[src/rtl/gpio_edge_pkg.sv]
package gpio_edge_pkg;
  localparam int unsigned REG_AW = 4;

  typedef enum logic [REG_AW-1:0] {
    ADR_LEVEL  = 4'd0,
    ADR_OUTVAL = 4'd1,
    ADR_SET    = 4'd2,
    ADR_CLR    = 4'd3,
    ADR_DIR    = 4'd4,
    ADR_RISE   = 4'd5,
    ADR_FALL   = 4'd6,
    ADR_STAT   = 4'd7,
    ADR_ROUTE  = 4'd8
  } gpio_adr_e;
endpackage

[src/rtl/gpio_sync.sv]
module gpio_sync #(
  parameter int unsigned W      = 28,
  parameter int unsigned STAGES = 2
) (
  input  logic         clk,
  input  logic         rst_n,
  input  logic [W-1:0] din,
  output logic [W-1:0] dout
);
  logic [W-1:0] stg_q [STAGES];

  for (genvar k = 0; k < STAGES; k++) begin : g_stage
    logic [W-1:0] stg_d;
    if (k == 0) begin : g_first
      assign stg_d = din;
    end else begin : g_rest
      assign stg_d = stg_q[k-1];
    end
    always_ff @(posedge clk or negedge rst_n) begin
      if (!rst_n) stg_q[k] <= '0;
      else        stg_q[k] <= stg_d;
    end
  end

  assign dout = stg_q[STAGES-1];
endmodule

[src/rtl/gpio_edge_det.sv]
module gpio_edge_det #(
  parameter int unsigned W = 28
) (
  input  logic         clk,
  input  logic         rst_n,
  input  logic [W-1:0] level,
  input  logic [W-1:0] rise_en,
  input  logic [W-1:0] fall_en,
  input  logic [W-1:0] clr_mask,
  output logic [W-1:0] status
);
  logic [W-1:0] prev_q;
  logic [W-1:0] status_q, status_d;
  logic [W-1:0] hit;

  always_comb begin
    hit      = (level & ~prev_q & rise_en) | (~level & prev_q & fall_en);
    status_d = (status_q & ~clr_mask) | hit;
  end

  always_ff @(posedge clk or negedge rst_n) begin
    if (!rst_n) begin
      prev_q   <= '0;
      status_q <= '0;
    end else begin
      prev_q   <= level;
      status_q <= status_d;
    end
  end

  assign status = status_q;

  AST_EDGE_LATCHES: assert property (@(posedge clk) disable iff (!rst_n)
    (hit != '0) |=> ((status_q & $past(hit)) == $past(hit)));

  AST_STICKY_HOLD: assert property (@(posedge clk) disable iff (!rst_n)
    ((status_q & $past(status_q & ~clr_mask)) == $past(status_q & ~clr_mask)));
endmodule

[src/rtl/gpio_regs.sv]
module gpio_regs
  import gpio_edge_pkg::*;
#(
  parameter int unsigned NPINS = 28,
  parameter int unsigned DW    = 32,
  parameter int unsigned NDED  = 8
) (
  input  logic             clk,
  input  logic             rst_n,
  input  logic             wr_en,
  input  logic [REG_AW-1:0] addr,
  input  logic [NPINS-1:0] wbits,
  input  logic [NPINS-1:0] level,
  input  logic [NPINS-1:0] status,
  output logic [NPINS-1:0] out_q,
  output logic [NPINS-1:0] dir_q,
  output logic [NPINS-1:0] rise_q,
  output logic [NPINS-1:0] fall_q,
  output logic [NDED-1:0]  route_q,
  output logic [NPINS-1:0] clr_mask,
  output logic [DW-1:0]    rdata
);
  logic [NPINS-1:0] out_d, dir_d, rise_d, fall_d;
  logic [NDED-1:0]  route_d;
  logic wr_set, wr_clr, wr_dir, wr_rise, wr_fall, wr_stat, wr_route;

  always_comb begin
    wr_set   = wr_en && (addr == ADR_SET);
    wr_clr   = wr_en && (addr == ADR_CLR);
    wr_dir   = wr_en && (addr == ADR_DIR);
    wr_rise  = wr_en && (addr == ADR_RISE);
    wr_fall  = wr_en && (addr == ADR_FALL);
    wr_stat  = wr_en && (addr == ADR_STAT);
    wr_route = wr_en && (addr == ADR_ROUTE);
  end

  always_comb begin
    out_d   = out_q;
    if (wr_set) out_d = out_q | wbits;
    if (wr_clr) out_d = out_q & ~wbits;
    dir_d   = wr_dir   ? wbits : dir_q;
    rise_d  = wr_rise  ? wbits : rise_q;
    fall_d  = wr_fall  ? wbits : fall_q;
    route_d = wr_route ? wbits[NDED-1:0] : route_q;
    clr_mask = wr_stat ? wbits : '0;
  end

  always_ff @(posedge clk or negedge rst_n) begin
    if (!rst_n) begin
      out_q   <= '0;
      dir_q   <= '0;
      rise_q  <= '0;
      fall_q  <= '0;
      route_q <= '0;
    end else begin
      if (wr_set || wr_clr) out_q <= out_d;
      if (wr_dir)   dir_q   <= dir_d;
      if (wr_rise)  rise_q  <= rise_d;
      if (wr_fall)  fall_q  <= fall_d;
      if (wr_route) route_q <= route_d;
    end
  end

  always_comb begin
    unique case (addr)
      ADR_LEVEL:  rdata = DW'(level);
      ADR_OUTVAL: rdata = DW'(out_q);
      ADR_DIR:    rdata = DW'(dir_q);
      ADR_RISE:   rdata = DW'(rise_q);
      ADR_FALL:   rdata = DW'(fall_q);
      ADR_STAT:   rdata = DW'(status);
      ADR_ROUTE:  rdata = DW'(route_q);
      default:    rdata = '0;
    endcase
  end

  AST_SET_DRIVES: assert property (@(posedge clk) disable iff (!rst_n)
    wr_set |=> ((out_q & $past(wbits)) == $past(wbits)));

  AST_CLR_DRIVES: assert property (@(posedge clk) disable iff (!rst_n)
    wr_clr |=> ((out_q & $past(wbits)) == '0));

  AST_OUT_QUIET: assert property (@(posedge clk) disable iff (!rst_n)
    !(wr_set || wr_clr) |=> $stable(out_q));
endmodule

[src/rtl/gpio_irq_route.sv]
module gpio_irq_route #(
  parameter int unsigned NPINS = 28,
  parameter int unsigned NDED  = 8
) (
  input  logic [NPINS-1:0] status,
  input  logic [NDED-1:0]  route,
  output logic [NDED-1:0]  irq_line,
  output logic             irq_summary
);
  logic [NPINS-1:0] route_ext;

  for (genvar k = 0; k < NDED; k++) begin : g_ded
    assign irq_line[k] = status[k] & route[k];
  end

  assign route_ext   = NPINS'(route);
  assign irq_summary = |(status & ~route_ext);
endmodule

[src/rtl/gpio_edge_port.sv]
module gpio_edge_port
  import gpio_edge_pkg::*;
#(
  parameter int unsigned NPINS       = 28,
  parameter int unsigned DW          = 32,
  parameter int unsigned NDED        = 8,
  parameter int unsigned SYNC_STAGES = 2
) (
  input  logic              clk,
  input  logic              rst_n,
  input  logic [NPINS-1:0]  gpio_in,
  output logic [NPINS-1:0]  gpio_out,
  output logic [NPINS-1:0]  gpio_oe,
  input  logic              bus_wr,
  input  logic [REG_AW-1:0] bus_addr,
  input  logic [DW-1:0]     bus_wdata,
  output logic [DW-1:0]     bus_rdata,
  output logic [NDED-1:0]   irq_line,
  output logic              irq_summary
);
  logic [NPINS-1:0] level, status, rise_en, fall_en, clr_mask, wbits;
  logic [NDED-1:0]  route;
  logic             unused_wdata_hi;

  assign wbits           = bus_wdata[NPINS-1:0];
  assign unused_wdata_hi = ^bus_wdata[DW-1:NPINS];

  gpio_sync #(.W(NPINS), .STAGES(SYNC_STAGES)) u_sync (
    .clk(clk), .rst_n(rst_n), .din(gpio_in), .dout(level)
  );

  gpio_edge_det #(.W(NPINS)) u_edge (
    .clk(clk), .rst_n(rst_n), .level(level), .rise_en(rise_en),
    .fall_en(fall_en), .clr_mask(clr_mask), .status(status)
  );

  gpio_regs #(.NPINS(NPINS), .DW(DW), .NDED(NDED)) u_regs (
    .clk(clk), .rst_n(rst_n), .wr_en(bus_wr), .addr(bus_addr),
    .wbits(wbits), .level(level), .status(status), .out_q(gpio_out),
    .dir_q(gpio_oe), .rise_q(rise_en), .fall_q(fall_en), .route_q(route),
    .clr_mask(clr_mask), .rdata(bus_rdata)
  );

  gpio_irq_route #(.NPINS(NPINS), .NDED(NDED)) u_route (
    .status(status), .route(route), .irq_line(irq_line),
    .irq_summary(irq_summary)
  );

  AST_SUMMARY_HOLD: assert property (@(posedge clk) disable iff (!rst_n)
    (irq_summary && !bus_wr) |=> irq_summary);

  AST_LINE_NEEDS_STATUS: assert property (@(posedge clk) disable iff (!rst_n)
    ((irq_line & ~status[NDED-1:0]) == '0));
endmodule

[config.mk]
export PLATFORM = sky130hd
export DESIGN_NAME = gpio_edge_port
export DESIGN_NICKNAME = d
export VERILOG_FILES = /design/src/rtl/gpio_edge_pkg.sv /design/src/rtl/gpio_sync.sv /design/src/rtl/gpio_edge_det.sv /design/src/rtl/gpio_regs.sv /design/src/rtl/gpio_irq_route.sv /design/src/rtl/gpio_edge_port.sv
export SDC_FILE = /design/constraint.sdc
export NUM_CORES = 1
export LEC_CHECK = 0
export ABC_AREA = 0
export CAP_MARGIN = 25
export CELL_PAD_IN_SITES_DETAIL_PLACEMENT = 0
export CELL_PAD_IN_SITES_GLOBAL_PLACEMENT = 1
export CORE_ASPECT_RATIO = 0.5
export CORE_MARGIN = 3
export CORE_UTILIZATION = 48
export CTS_BUF_LIST = sky130_fd_sc_hd__clkbuf_4 sky130_fd_sc_hd__clkbuf_8
export CTS_CLUSTER_SIZE = 25
export DETAILED_ROUTE_END_ITERATION = 10
export DONT_BUFFER_PORTS = 1
export GPL_TIMING_DRIVEN = 0
export HOLD_SLACK_MARGIN = 0.02
export PLACE_DENSITY = 0.89
export SETUP_SLACK_MARGIN = 0.02
export SYNTH_ARGS = -nofsm -noshare
export SYNTH_HDL_FRONTEND = slang
export SYNTH_SLANG_ARGS = --single-unit
[constraint.sdc]
create_clock -name clk -period 1.3 [get_ports clk]
set_input_delay 0.065 -clock clk [delete_from_list [all_inputs] [get_ports clk]]
set_output_delay 0.065 -clock clk [all_outputs]
set_load 0.05 [all_outputs]
Yosys cells after proc, flatten, opt, wreduce, memory -nomap -nowiden
Cells that the tools add are included.

storage, ports and cells
  output and inout port bits = 97
  input port bits = 67
  flip-flop bits (word level) = 232
  logic and storage cells = 56

operators by class
  multiplexer cells = 4
  reductions and logical operators = 12
  equality and inequality tests = 8
  bitwise operators = 23

operators by type and width
  operator                                              number
  AND 28 bit                                            7
  case mux 28 bit (7 select lines)                      1
  NOT 28 bit                                            4
  2-to-1 mux 28 bit                                     3
  bitwise OR 28 bit                                     3
  NOT 8 -> 28 bit                                       1
  OR reduction 28 bit                                   1
  equality test 4 x 3 -> 1 bit (second input constant)  4
  AND 1 bit                                             8
  equality test 4 x 2 -> 1 bit (second input constant)  2
  logical AND 1 bit                                     7
  equality test 4 x 1 -> 1 bit (second input constant)  1
  equality test 4 bit (second input constant)           1
  zero test 4 bit                                       1
  AND reduction 2 bit                                   1
  nonzero test 2 bit                                    1
  logical OR 1 bit                                      1

Logic depth before layout (Yosys ltp)
Gate-level depths: netlist of run 1.

  depth in word-level cells = 6
  mapped depth = 6
  gate-level depth less buffers = 3

By module
From an unflattened synthesis of run 1, not the netlist that was laid out.

unflattened totals
  cell total of the unflattened synthesis = 790
  area total of the unflattened synthesis = 10313.6 um^2

by module, submodules not included
  module          seq. area each (um^2)  instances  cells an instance  area each (um^2)
  gpio_regs       3002.9                 1          540                6497.5
  gpio_edge_det   1401.3                 1          168                2242.2
  gpio_sync       1401.3                 1          56                 1401.3
  gpio_irq_route  0.0                    1          26                 172.7

Least setup slack after synthesis of run 1
Ideal clock, no wire load.

  kind = register to output
  from = register u_edge.status_q[23] (netlist: u_edge.status[23])
  to = output port irq_summary
  buffers on the path = 0
  arrival time = 1.462 ns
  cell stages (with the launch flop) = 4
  required time = 1.235 ns
  path slack = -0.227 ns
  path through = dfrtp_1 nor4_1 nand2_1 or4_1

on the way
  word-level cells in the longest chain between the ends = 2

RTL lines
  element                 RTL line              source
  start, declared         gpio_edge_det.sv:13   logic [W-1:0] status_q, status_d;
  start signal, assigned  gpio_edge_det.sv:27   status_q <= status_d;
  AND 28 bit              gpio_irq_route.sv:17  assign irq_summary = |(status & ~route_ext);
  OR reduction 28 bit     gpio_irq_route.sv:17
  end, declared           gpio_edge_port.sv:19  output logic irq_summary

Every way passes these cells.

Worst setup path after layout of run 1
  from = register u_edge.status_q[21] (netlist: u_edge.status[21])
  to = output port irq_summary

Same word-level chain as after synthesis.

==> metrics.md, run 1 <==
| Metric | Value |
|---|---|
| Drt total wl | `25.8 mm` |
| Slowest CP cell | `or4_4` |
| Global Route Usage Sum | `24.0%` |
| CTS Buffer Depth | `3` |
| Number of placement rows | `35` |
| CTS root buffer | `clkbuf_8` |
| Clock power share | `30.2%` |
| Top delay family on crit path | `simple AND/OR/NAND/NOR gates` |
| Top fanout value on the critical path | `3` |
| Post-layout util | `62.8%` |
| Max incr delay on CP | `0.68 ns` |
| Largest net degree at the start of global routing | `233` |
| Library cells used by synthesis | `30` |
| Syn Area/Cell | `12.9 µm²` |
| Die X | `206 µm` |
| # clock sinks | `232` |
| P per Cell Area | `1660 nW/µm²` |
| Failing checks | `hold timing, setup timing` |
| Post-route DRC | `0` |
| Switching Fraction | `34.4%` |
| Power after layout | `19.9 mW` |
| Post-synth top area share | `60.5%` |
| Vias in the first global route | `6,957` |
| Final min period | `2.17 ns` |
| Initial antenna violation count | `1` |
| CP arrival | `2.10 ns` |
| Port buffer count | `0` |
| Leading cell type by number of instances after synthesis | `dfrtp_1` |
| Internal | `13.0 mW` |
| Crit path cell chain | `nor4_4 -> nand2_2 -> or4_4` |
| Sequential area share after synthesis | `60.5%` |
| Core Area | `19,000 µm²` |
| Required time worst endpoint | `1.24 ns` |
| Final cell count without fillers | `1,126` |
| Commonest cells post-synth | `dfrtp_1 (232), mux2_2 (68), nand2_1 (65)` |
| Fraction of registers with async set/reset | `100%` |
| Pleak | `5.32 nW` |
| Die ar. | `21,800 µm²` |
| Hold crit path type | `primary input to async pin` |
| Maximum capacitance violations | `0` |
| Routability Congestion | `0.821` |
| Final hold vios | `232` |
| Cts hold-fix bufs | `57` |
| Share of cells above drive strength 1 | `39.1%` |
| Worst hold margin | `-0.737 ns` |
| Status | `complete, but fails checks` |
| Clk slew on worst S/H paths | `0.07 ns` |
| Cells after Synth | `742` |
| Critical path class | `flip-flop to output port` |
| GRT overflow | `0` |
| Die H | `106 µm` |
| Worst-Margin Slew | `0.780 ns` |
| CP bufs+invs | `0` |
| Initial core utilization | `50.5%` |
| H-tree levels | `2` |
| #FFs+latches synth | `232` |
| Netlist Area Pre-Place | `9590 µm²` |
| Reg2Reg Setup Slack | `0.34 ns` |
| Main synth FF type | `dfrtp_1` |
| Skew final | `0.0283 ns` |
| Synth Warn # | `0` |
| Tcrit/Tclk final | `167%` |
| Synth area leader | `dfrtp_1` |
| I/O pin count | `164` |
| Sw power | `6.84 mW` |
| First-pass GRT wire length | `40.4 mm` |
| Largest cells by area after synthesis | `dfrtp_1 (61%), mux2_2 (8.0%), a22oi_1 (4.7%)` |
| Fin. max-slew vios | `0` |
| Post-route ant nets | `0` |
| Worst-Skew Late Latency | `0.52 ns` |
| Total iterations of the first detailed-routing run | `7` |
| Endpoints failing setup | `30` |
| Seq pwr share | `55.2%` |
| Vias per cell | `5.89` |
| Highest Clock Rate | `0.462 GHz` |
| Combinational power share | `14.7%` |
| PnR worst setup slack | `-0.867 ns` |
| Placed Cells incl. Taps | `1,004` |
| Worst rel slew slack | `47.8%` |
| Setup repair after global routing missed its margin | `yes` |
| Endpoint class of the critical path | `output port` |
| Drt wl/cell | `22.9 µm` |
| Pre-CTS setup slack | `-0.520 ns` |
| Area grow syn2layout | `24.5%` |
| Layout Nets | `914` |
| Total CTS buffers | `34` |
| CP Launch Type | `flip-flop` |
| Detailed Place HPWL | `16.5 mm` |
| Fill count | `1,438` |
| Vias post-DR | `6,637` |
| EDFF count, synth | `0` |
| VDD IR max | `0.000953 V` |
| DRT iter0 DRCs | `726` |
| CTS tree | `done` |
[per-stage QoR]
step / cell area [µm²] / setup TNS (ns)
6_report: 11900 / -10.62
4_1_cts: 11900 / -11.64
3_5_place_dp: 10400 / -39.06
3_3_place_gp: 10400 / -36.86
5_1_grt: 11900 / -12.82
2_1_floorplan: 10100 / -0.101
[placed cells by master, fill, tap and decap left out, types with 4 or more instances in the layout]
cell type	n
nand3_1	29
dlygate4sd3_1	57
dfrtp_1	176
a22oi_2	39
clkbuf_8	43
clkbuf_4	13
buf_2	12
inv_1	30
buf_6	8
clkbuf_1	5
nand3b_1	28
a222oi_1	16
mux2_4	22
nand2_1	64
nand3_4	20
a22oi_1	21
o21ai_0	28
buf_4	21
dfrtp_2	56
mux2_2	68
a21o_1	28
nand2b_1	6
nand3_2	8
conb_1	4
mux2i_1	28
and2_4	8
[power by group through the flow]
| stage | registers [mW] | clock network, mW | logic (mW) |
|---|---|---|---|
| 2_1_floorplan | 10.6 | 0 | 2.27 |
| 4_1_cts | 10.9 | 6.12 | 2.90 |
| 3_5_place_dp | 10.9 | 0 | 2.57 |
| 6_report | 11.0 | 5.99 | 2.91 |
| 5_1_grt | 11.1 | 6.51 | 3.12 |
| 3_3_place_gp | 10.9 | 0 | 2.50 |
[final cells by class]
cell class | count | area (µm²) | area share, %
flip-flops and latches | 232 | 5880 | 49.2
clock buffers | 55 | 682 | 5.71
repair buffers | 66 | 646 | 5.41
multi-input cells | 440 | 3980 | 33.3
well taps | 259 | 324 | 2.71
diodes | 1 | 2.50 | 0.0210
inverters | 30 | 113 | 0.943
plain buffers | 43 | 319 | 2.67
[cell families after synthesis]
group / count (synthesis) / synth area share, %
compound gates: 134 / 10.2
flops: 232 / 60.5
other cells: 1 / 0.0391
simple gates: 182 / 10.9
buf+inv: 73 / 3.78
mux: 120 / 14.6
[per-layer routing]
layer / vias up / track usage [%] / wire length, µm
li1: 2902 / - / -
met1: 3433 / 33.9 / 11200
met2: 258 / 36.5 / 11900
met3: 42 / 6.73 / 2190
met4: 2 / 6.10 / 512
met5: - / 3.33 / 93
[final timing paths]
kind	start	to	cells after the start
max	u_edge.status[21]$_DFF_PN0_	irq_summary	3
min	rst_n	u_sync.g_stage[1].stg_d[12]$_DFF_PN0_	0
max reg2reg	u_regs.dir_q[17]$_DFFE_PN0P_	u_regs.dir_q[17]$_DFFE_PN0P_	1
min reg2reg	u_sync.g_stage[1].stg_d[4]$_DFF_PN0_	u_sync.dout[4]$_DFF_PN0_	0
max in group asynchronous	rst_n	u_regs.dir_q[7]$_DFFE_PN0P_	0
min in group clk	bus_wr	u_regs.fall_q[1]$_DFFE_PN0P_	3
[timing repair]
item	in CTS	in global routing
endpoints found under the hold margin	408	232
endpoints found under the setup margin	54	42
gates resized for setup	85	8
pin swaps	35	10
gates cloned	0	0
setup buffers	7	2
Note: power is estimated with default switching activity, not from simulation.
==> run 2: changes to the inputs <==
==> constraint.sdc (replaced) <==
create_clock -name clk -period 1.3 [get_ports clk]
set_input_delay 0.065 -clock clk [delete_from_list [all_inputs] [get_ports clk]]
set_output_delay 0.065 -clock clk [all_outputs]
set_load 0.01 [all_outputs]
==> run 2 against run 1 <==
Net effect:
- the run still ends with hold timing, setup timing left
- clock skew is 0.012 ns lower
- design area is 2.4% lower
- power is 11% lower
- register-to-register slack better by 0.04 ns
- global-route usage is 0.44 points lower
- clock power is 1% lower
- utilization is 1.5 points lower
- sequential share of layout area is 0.93 points higher
==> metrics.md, run 2 (same netlist as run 1, synthesis figures left out) <==
| Metric | Value |
|---|---|
| Number of placement rows | `35 (unchanged)` |
| # diodes | `0 (was 1)` |
| Layout Nets | `913 (was 914)` |
| Die ar. | `21,800 µm² (unchanged)` |
| VDD IR max | `0.000823 V (was 0.000953 V)` |
| CP arrival | `2.01 ns (was 2.10 ns)` |
| Skew final | `0.0165 ns (was 0.0283 ns)` |
| CTS tree | `done (unchanged)` |
| Commonest non-fill, non-tap cell in the layout | `dfrtp_1 (unchanged)` |
| Drt wl/cell | `22.7 µm (was 22.9 µm)` |
| Routability Congestion | `0.827 (was 0.821)` |
| Final Cell Area | `11,700 µm² (was 11,900 µm²)` |
| Fill count | `1,440 (was 1,438)` |
| # clock sinks | `232 (unchanged)` |
| Failing checks | `hold timing, setup timing (unchanged)` |
| Initial core utilization | `50.5% (unchanged)` |
| Final cell count without fillers | `1,127 (was 1,126)` |
| Pleak | `5.23 nW (was 5.32 nW)` |
| Vias post-DR | `6,572 (was 6,637)` |
| Share of cells above drive strength 1 | `33.8% (was 39.1%)` |
| Final hold vios | `232 (unchanged)` |
| Tcrit/Tclk final | `159% (was 167%)` |
| GRT overflow | `0 (unchanged)` |
| Drt total wl | `25.6 mm (was 25.8 mm)` |
| Cts hold-fix bufs | `56 (was 57)` |
| Endpoint class of the critical path | `output port (unchanged)` |
| Initial antenna violation count | `0 (was 1)` |
| P per Cell Area | `1520 nW/µm² (was 1660 nW/µm²)` |
| Setup repair after global routing missed its margin | `yes (unchanged)` |
| First-pass GRT wire length | `39.4 mm (was 40.4 mm)` |
| Port buffer count | `0 (unchanged)` |
| Worst rel slew slack | `49.7% (was 47.8%)` |
| Global Route Usage Sum | `23.5% (was 24.0%)` |
| H-tree levels | `2 (unchanged)` |
| Die X | `206 µm (unchanged)` |
| Post-route ant nets | `0 (unchanged)` |
| Total CTS buffers | `34 (unchanged)` |
| Top fanout value on the critical path | `3 (unchanged)` |
| CP Launch Type | `flip-flop (unchanged)` |
| Area grow syn2layout | `21.5% (was 24.5%)` |
| Power after layout | `17.8 mW (was 19.9 mW)` |
| Hold crit path type | `primary input to async pin (unchanged)` |
| Highest Clock Rate | `0.483 GHz (was 0.462 GHz)` |
| Most frequent cells in the layout | `dfrtp_1 (204), mux2_2 (68), nand2_1 (64), dlygate4sd3_1 (56), nand3_1 (42) (was dfrtp_1 (176), mux2_2 (68), nand2_1 (64), dlygate4sd3_1 (57), dfrtp_2 (56))` |
| Total iterations of the first detailed-routing run | `8 (was 7)` |
| CTS root buffer | `clkbuf_8 (unchanged)` |
| Vias per cell | `5.83 (was 5.89)` |
| Maximum capacitance violations | `0 (unchanged)` |
| Largest net degree at the start of global routing | `233 (unchanged)` |
| Die H | `106 µm (unchanged)` |
| I/O pin count | `164 (unchanged)` |
| Post-route DRC | `0 (unchanged)` |
| Core Area | `19,000 µm² (unchanged)` |
| Status | `complete, but fails checks (unchanged)` |
| Clk slew on worst S/H paths | `0.06 ns (was 0.07 ns)` |
| Detailed Place HPWL | `16.4 mm (was 16.5 mm)` |
| Worst hold margin | `-0.751 ns (was -0.737 ns)` |
| CTS Buffer Depth | `3 (unchanged)` |
| Final min period | `2.07 ns (was 2.17 ns)` |
| Worst-Margin Slew | `0.751 ns (was 0.780 ns)` |
| Critical path class | `flip-flop to output port (unchanged)` |
| Worst-Skew Late Latency | `0.53 ns (was 0.52 ns)` |
| Fin. max-slew vios | `0 (unchanged)` |
| Vias in the first global route | `6,775 (was 6,957)` |
| PnR worst setup slack | `-0.772 ns (was -0.867 ns)` |
| Worst r2r path cells | `4 (was 1)` |
| DRT iter0 DRCs | `596 (was 726)` |
| Endpoints failing setup | `29 (was 30)` |
| Required time worst endpoint | `1.24 ns (about the same)` |
| Placement Cell Area | `9940 µm² (was 10,400 µm²)` |
| Placed Cells incl. Taps | `1,004 (unchanged)` |
==> run 2: changes by cell type in the layout (fill, tap and decap cells not counted), moves of 7 or more <==
cell and delta:
buf_2 -10, nand3_1 +13, dfrtp_1 +28, and2_4 -7, buf_4 +11, nand3_4 -20, nand3_2 +7, dfrtp_2 -28
==> run 2: timing repair <==
action | 4_1_cts | 5_1_grt
hold endpoints to repair | 408 | 232
setup buffers | 5 | 4
pin swaps | 24 | 24
resized for setup | 75 | 40
endpoints found under the setup margin | 29 | 31
==> run 2: layer usage <==
layer  track usage, %  routed length, µm
met5                0                  0
met4             5.42                282
met3             7.49               1960
met2             36.4              12100
met1             32.7              11300
==> run 2: final timing paths <==
path                                                  startpoint                                    end  slack [ns]
max                                  u_edge.status[12]$_DFF_PN0_                            irq_summary       -0.77
min                                                        rst_n  u_sync.g_stage[1].stg_d[12]$_DFF_PN0_       -0.75
max reg2reg                             u_sync.dout[5]$_DFF_PN0_             u_edge.status[5]$_DFF_PN0_        0.38
min reg2reg                u_sync.g_stage[1].stg_d[16]$_DFF_PN0_              u_sync.dout[16]$_DFF_PN0_        0.35
max in group asynchronous                                  rst_n            u_regs.dir_q[7]$_DFFE_PN0P_        1.63
min in group clk                                          bus_wr          u_regs.route_q[2]$_DFFE_PN0P_        0.05
==> run 2: layout make-up <==
type                    instances  area, µm²  share of cell area [%]
plain buffers                  43        318                    2.73
clock buffers                  55        651                    5.58
clock inverters                 3       17.5                   0.150
inverters                      30        113                   0.966
multi-input cells             440       3750                    32.2
flip-flops and latches        232       5840                    50.1
well taps                     259        324                    2.78
repair buffers                 65        639                    5.49
==> run 2: worst max-delay path, stage by stage (launching register included) <==
cell	delay (ns)
dfrtp_1	0.42
nor4_2	0.37
nand3_1	0.20
or4_4	0.50
==> run 2: stage by stage <==
stage          setup WS, ns  utilization (%)  setup TNS (ns)
5_1_grt              -0.839             61.3           -6.86
6_report             -0.772             61.3           -4.89
3_3_place_gp         -0.507             52.3          -33.68
2_1_floorplan      -0.00308                -        -0.00308
4_1_cts              -0.791             60.4           -5.60
3_5_place_dp         -0.511             52.3          -33.80
==> run 2: power breakdown <==
part / switching (mW) / leakage, nW / internal [mW]
registers: 1.29 / 2.65 / 8.36
logic: 0.965 / 2.22 / 1.24
clock network: 2.75 / 0.359 / 3.16
